===== src/rtl/seqchk_pkg.sv =====
package seqchk_pkg;

    // Verdict flavour of the checker
    typedef enum logic {
        CHK_ASSERT = 1'b0,   // prop_ok low flags a failed implication
        CHK_COVER  = 1'b1    // prop_ok high flags a consequent match
    } chk_mode_e;

endpackage


===== src/rtl/seqchk_window.sv =====
// One pattern "head ##[LEAD_MIN:LEAD_MAX] tail" as a one-flop-per-node
// nondeterministic automaton. Node 0 is the start/head node; node k is
// reached after k clocked edges. Nodes past LEAD_MIN also take a bypass
// link from the node before them, forming the delay range.
module seqchk_window #(
    parameter int LEAD_MIN = 1,
    parameter int LEAD_MAX = 3
) (
    input  logic clk,
    input  logic rst_n,
    input  logic kill,
    input  logic trig,
    input  logic head,
    input  logic tail,
    input  logic hold,
    output logic match,
    output logic live_now,
    output logic live_next
);

    localparam int DEPTH = LEAD_MAX;

    logic [DEPTH:0] node_q;   // node flops; bit 0 is the start node
    logic [DEPTH:0] node_d;
    logic [DEPTH:0] eff;      // effective node state after links

    // Effective states: flops masked by kill, then links settled in order
    always_comb begin
        eff[0] = (node_q[0] | trig) & ~kill & head & hold;
        for (int k = 1; k <= DEPTH; k++) begin
            eff[k] = (node_q[k] & ~kill) |
                     ((k > LEAD_MIN) && eff[k-1] && hold);
        end
    end

    // Clocked edges: node k-1 -> node k under the hold condition
    always_comb begin
        node_d[0] = 1'b0;
        for (int k = 1; k <= DEPTH; k++) begin
            node_d[k] = eff[k-1] & hold;
        end
    end

    always_ff @(posedge clk or negedge rst_n) begin
        if (!rst_n) begin
            node_q <= '0;
        end else begin
            node_q <= node_d;
        end
    end

    assign match     = eff[DEPTH] & tail & hold;
    assign live_now  = ((node_q[0] | trig) & ~kill) | (|eff);
    assign live_next = |node_d;

    AST_KILL_FLUSH: assert property (@(posedge clk) disable iff (!rst_n)
        kill |=> (node_q == '0));

    AST_HOLD_FLUSH: assert property (@(posedge clk) disable iff (!rst_n)
        !hold |=> (node_q == '0));

    AST_MATCH_LIVE: assert property (@(posedge clk) disable iff (!rst_n)
        match |-> live_now);

endmodule


===== src/rtl/seqchk_verdict.sv =====
// Final verdict register: failure rule in check mode, match flag in
// cover mode.
module seqchk_verdict
    import seqchk_pkg::*;
#(
    parameter chk_mode_e MODE = CHK_ASSERT
) (
    input  logic clk,
    input  logic rst_n,
    input  logic live_now,
    input  logic live_next,
    input  logic match,
    output logic prop_ok
);

    localparam logic OK_INIT = (MODE == CHK_COVER) ? 1'b0 : 1'b1;

    logic ok_d;
    logic ok_q;

    always_comb begin
        unique case (MODE)
            CHK_ASSERT: ok_d = ~(live_now & ~live_next & ~match);
            CHK_COVER:  ok_d = match;
            default:    ok_d = OK_INIT;
        endcase
    end

    always_ff @(posedge clk or negedge rst_n) begin
        if (!rst_n) begin
            ok_q <= OK_INIT;
        end else begin
            ok_q <= ok_d;
        end
    end

    assign prop_ok = ok_q;

    generate
        if (MODE == CHK_ASSERT) begin : g_chk_props
            AST_IDLE_OK: assert property (@(posedge clk) disable iff (!rst_n)
                !live_now |=> prop_ok);
            AST_MATCH_OK: assert property (@(posedge clk) disable iff (!rst_n)
                match |=> prop_ok);
        end else begin : g_cov_props
            AST_COVER_QUIET: assert property (@(posedge clk) disable iff (!rst_n)
                !match |=> !prop_ok);
        end
    endgenerate

endmodule


===== src/rtl/seqchk_implication.sv =====
// Implication checker: antecedent range pattern triggers a fixed-gap
// consequent pattern; registered verdict.
module seqchk_implication
    import seqchk_pkg::*;
#(
    parameter int        ANT_LO      = 1,
    parameter int        ANT_HI      = 3,
    parameter int        CON_GAP     = 2,
    parameter bit        NON_OVERLAP = 1'b1,
    parameter bit        USE_HOLD    = 1'b1,
    parameter chk_mode_e MODE        = CHK_ASSERT
) (
    input  logic clk,
    input  logic rst_n,
    input  logic kill,
    input  logic hold,
    input  logic ante_lead,
    input  logic ante_end,
    input  logic cons_lead,
    input  logic cons_end,
    output logic prop_ok
);

    logic ante_match;
    logic ante_live_now;
    logic ante_live_next;
    logic cons_trig;
    logic hold_g;
    logic cons_match;
    logic cons_live_now;
    logic cons_live_next;

    // Antecedent: start node permanently triggered
    seqchk_window #(
        .LEAD_MIN (ANT_LO),
        .LEAD_MAX (ANT_HI)
    ) u_ante (
        .clk       (clk),
        .rst_n     (rst_n),
        .kill      (kill),
        .trig      (1'b1),
        .head      (ante_lead),
        .tail      (ante_end),
        .hold      (1'b1),
        .match     (ante_match),
        .live_now  (ante_live_now),
        .live_next (ante_live_next)
    );

    generate
        if (USE_HOLD) begin : g_hold
            assign hold_g = hold;
        end else begin : g_no_hold
            assign hold_g = 1'b1;
        end
    endgenerate

    // Implication joint: one extra clocked node, or a direct link
    generate
        if (NON_OVERLAP) begin : g_next_cycle
            logic join_q;
            always_ff @(posedge clk or negedge rst_n) begin
                if (!rst_n) begin
                    join_q <= 1'b0;
                end else begin
                    join_q <= ante_match;
                end
            end
            assign cons_trig = join_q & ~kill;

            AST_TRIG_AFTER_ANTE: assert property (@(posedge clk) disable iff (!rst_n)
                cons_trig |-> $past(ante_match));
        end else begin : g_same_cycle
            assign cons_trig = ante_match;
        end
    endgenerate

    // Consequent: fixed gap, started by the antecedent accept
    seqchk_window #(
        .LEAD_MIN (CON_GAP),
        .LEAD_MAX (CON_GAP)
    ) u_cons (
        .clk       (clk),
        .rst_n     (rst_n),
        .kill      (kill),
        .trig      (cons_trig),
        .head      (cons_lead),
        .tail      (cons_end),
        .hold      (hold_g),
        .match     (cons_match),
        .live_now  (cons_live_now),
        .live_next (cons_live_next)
    );

    seqchk_verdict #(
        .MODE (MODE)
    ) u_verdict (
        .clk       (clk),
        .rst_n     (rst_n),
        .live_now  (cons_live_now),
        .live_next (cons_live_next),
        .match     (cons_match),
        .prop_ok   (prop_ok)
    );

    AST_ANTE_IDLE: assert property (@(posedge clk) disable iff (!rst_n)
        (!ante_live_now && !ante_live_next) |-> !ante_match);

    generate
        if (MODE == CHK_ASSERT) begin : g_kill_prop
            AST_KILL_OK: assert property (@(posedge clk) disable iff (!rst_n)
                kill |=> prop_ok);
        end
    endgenerate

endmodule


===== config.mk =====
export PLATFORM = sky130hd
export DESIGN_NAME = seqchk_implication
export DESIGN_NICKNAME = d
export VERILOG_FILES = /design/src/rtl/seqchk_pkg.sv /design/src/rtl/seqchk_window.sv /design/src/rtl/seqchk_verdict.sv /design/src/rtl/seqchk_implication.sv
export SDC_FILE = /design/constraint.sdc
export NUM_CORES = 1
export LEC_CHECK = 0
export CAP_MARGIN = 5
export CORE_AREA = 2 2 39 41
export CTS_CLUSTER_SIZE = 16
export DETAILED_ROUTE_END_ITERATION = 8
export DIE_AREA = 0 0 41 43
export PLACE_DENSITY = 0.49
export SLEW_MARGIN = 10
export SYNTH_ARGS = -nofsm -noshare
export SYNTH_HDL_FRONTEND = slang
export SYNTH_SLANG_ARGS = --single-unit

===== constraint.sdc =====
create_clock -name clk -period 0.95 [get_ports clk]
set_input_delay 0.19 -clock clk [delete_from_list [all_inputs] [get_ports clk]]
set_output_delay 0.19 -clock clk [all_outputs]
set_load 0.02 [all_outputs]

==> results.toml <==
[run_status]
outcome = "finished with violations"
violations = "negative setup slack"

[yosys]
seq_area_frac_synth_pct = 70.1
yosys_warnings = 0
postSynthCellCount = 18
synthesis.area_um2 = 251
synth_seq_cells = 7
post_synth_num_cell_types = 10
synthesis.area_per_instance_um2 = 14.0
synthesis.nets = 26

[floorplan]
design.core.area_um2 = 1380
floorplan.die.height_um = 43
die_w_um = 41
start_util_pct = 18.2
ios = 9
std_cell_rows = 14
fp.dieArea_um2 = 1760

[placed_design]
placed_cells_incl_taps = 42
place_hpwl_um = 383
port_buffers = 8
post_dp_cell_area_um2 = 352
routability_cong = 0.592

[global_route]
number_of_global_route_vias_before_repair = 220
pin_count_of_the_biggest_net_entering_global_routing = 8
globalRouteOverflowTotal = 0
grt_pass1_wl_um = 917
total_routing_usage_reported_by_global_routing_pct = 8.91
grt_antenna_before_repair = 0

[setup_path]
critical_path_launch_point_type = "register"
critical_path.endpoint_type = "output pin"
regToRegStartpoint = "g_next_cycle.join_q$_DFF_PN0_"
regToRegSetupSlack_ps = -50
critical_path.max_fanout = 1
critical-path-top-delay-family = "flip-flops"
crit_chain = "buf_6"
cp_data_required_time_ps = 760
rr_endpoint = "u_verdict.prop_ok$_DFF_PN1_"
worst-r2r-cell-count = 2
criticalPathCategory = "reg2out"
cp.buffers_inverters = 1
largest_stage_delay_on_the_critical_path_ps = 530
worst-endpoint-arrival_ps = 880
critical_path.slowest_cell = "sky130_fd_sc_hd__dfstp_2"

[detailed_routing]
post_drt_wl_per_cell_um = 11.1
count_of_routing_violations_after_the_opening_detailed_route_iteration = 0
drc = 0
route.final.wire_length_um = 523
ant_nets = 0
dr.pass1.iters = 1
route.vias.total = 190
via_per_inst = 4.04

[final_layout]
final-seq-area_um2 = 176
diodes = 0
layout.nets = 40
stdcell_area_um2 = 389
fillers = 153
instances_no_fill = 47
layout_cells_sized_above_1_pct = 19.4
footprint_of_the_multi_input_gates_um2 = 75.1
final_core_util_pct = 28.1
synthToLayoutAreaGrowth_pct = 54.7

[power_and_ir_drop]
power-per-cell-area_nw_per_um2 = 1650
peakVddDrop_v = 0.000530
cellLeakagePower_uw = 0.000184

[clocking]
h_tree_levels = 1
tritoncts_buffer_count = 3
clk_pin_slew_ps = 50
clock_latency_ps = 250
clock_sink_count = 7
clock_tree.root_cell = "sky130_fd_sc_hd__clkbuf_4"
tritoncts = "built"
cts-root-to-sink-buffers = 2

[sta]
setup_violations = 2
finalSetupTns_ps = -175
timing_worst_slew_pin_value_ps = 325
fin_worst_skew_ps = 1.02
final_period_minus_worst_setup_slack_ps = 1070
final-max-slew-violation-count = 0
unrepaired_setup_endpoints_after_global_routing = "true"
slew-limit-headroom_pct = 78.3
final_min_period_over_clock_period_pct = 113
postLayoutSetupSlackWorst_ps = -122
max_freq_ghz = 0.933
timing_hold_violations_final = 0

[worst_hold_path]
min_path_type = "in2async"

[run]
max-cap-violations = 0
-- worst max path at each step --
stage / start / cells after the start / endpoint / slack (ps)
after global placement: u_verdict.prop_ok$_DFF_PN1_ / 1 / prop_ok / -320
after CTS: u_verdict.prop_ok$_DFF_PN1_ / 1 / prop_ok / -140
after global routing: u_verdict.prop_ok$_DFF_PN1_ / 1 / prop_ok / -150
after detailed placement: cons_lead / 3 / u_verdict.prop_ok$_DFF_PN1_ / -330
after floorplan: g_next_cycle.join_q$_DFF_PN0_ / 2 / u_verdict.prop_ok$_DFF_PN1_ / -70
final: u_verdict.prop_ok$_DFF_PN1_ / 1 / prop_ok / -120
-- cell type report --
class | count | share of cell area, %
Clock buffer | 4 | 6.75
Multi-Input combinational cell | 11 | 19.3
Sequential cell | 7 | 45.3
Tap cell | 16 | 5.14
Timing Repair Buffer | 9 | 23.5
-- cell usage in the layout, fill, tap and decap left out --
cell,instances
sky130_fd_sc_hd__and3b_1,1
sky130_fd_sc_hd__nor3_1,2
sky130_fd_sc_hd__dfstp_2,1
sky130_fd_sc_hd__dlymetal6s2s_1,1
sky130_fd_sc_hd__nor2b_1,2
sky130_fd_sc_hd__and4b_1,1
sky130_fd_sc_hd__buf_4,1
sky130_fd_sc_hd__clkbuf_1,1
sky130_fd_sc_hd__clkdlybuf4s50_1,6
sky130_fd_sc_hd__buf_6,1
sky130_fd_sc_hd__dfrtp_1,6
sky130_fd_sc_hd__a221o_1,1
sky130_fd_sc_hd__clkbuf_4,3
sky130_fd_sc_hd__nor3b_1,1
sky130_fd_sc_hd__a211o_1,1
sky130_fd_sc_hd__nor2_1,2
-- through the flow --
| stage | setup slack, ps | total power, µW | hold slack (ps) |
|---|---|---|---|
| after global placement | -321 | 376 | 448 |
| after global routing | -148 | 684 | 227 |
| after CTS | -140 | 663 | 205 |
| after detailed placement | -334 | 381 | 472 |
| final | -122 | 643 | 205 |
| after floorplan | -68.9 | 336 | -106 |
-- cell families (layout without fill, tap and decap cells) --
| kind of cell | Yosys count | in the layout | share of synthesized area (%) |
|---|---|---|---|
| AND/OR/NAND/NOR | 9 | 9 | 22.4 |
| flip-flops | 7 | 7 | 70.1 |
| AO/OA/AOI/OAI | 2 | 2 | 7.46 |
| buffers and inverters | 0 | 13 | 0 |
-- report_power, final --
part / total (µW) / switching (µW) / internal [µW]
Combinational: 62.1 / 22.2 / 39.9
Clock: 265 / 105 / 160
Sequential: 316 / 5.54 / 310
-- synthesized netlist by cell type --
| cell type | number | area [µm²] |
|---|---|---|
| sky130_fd_sc_hd__dfstp_2 | 1 | 26.3 |
| sky130_fd_sc_hd__and3b_1 | 1 | 8.76 |
| sky130_fd_sc_hd__nor2_1 | 2 | 7.51 |
| sky130_fd_sc_hd__nor3_1 | 2 | 10.0 |
| sky130_fd_sc_hd__and4b_1 | 1 | 10.0 |
| sky130_fd_sc_hd__a211o_1 | 1 | 8.76 |
| sky130_fd_sc_hd__nor3b_1 | 1 | 7.51 |
| sky130_fd_sc_hd__a221o_1 | 1 | 10.0 |
| sky130_fd_sc_hd__dfrtp_1 | 6 | 150 |
| sky130_fd_sc_hd__nor2b_1 | 2 | 12.5 |
-- sequential cells by signal (all words and copies together) (netlist names) --
name	flops
u_ante.node_q	3
u_verdict.prop_ok	1
g_next_cycle.join_q	1
u_cons.node_q	2
-- routing by layer --
metal  global-route usage (%)  vias up  share of wire (%)
li1                         -       95                  -
met1                     8.58       84                 42
met2                     11.9        9                 46
met3                     4.71        2                 11
met4                     10.0        0                1.1
met5                        0        -                  0
-- timing repair --
| action | in CTS | in global routing |
|---|---|---|
| pin swaps | 0 | 1 |
| endpoints found under the setup margin | 2 | 2 |
| gates resized for setup | 6 | 1 |
| setup buffers | 1 | 0 |
| hold buffers | 0 | 0 |
Power figures use the tool's default switching activity.
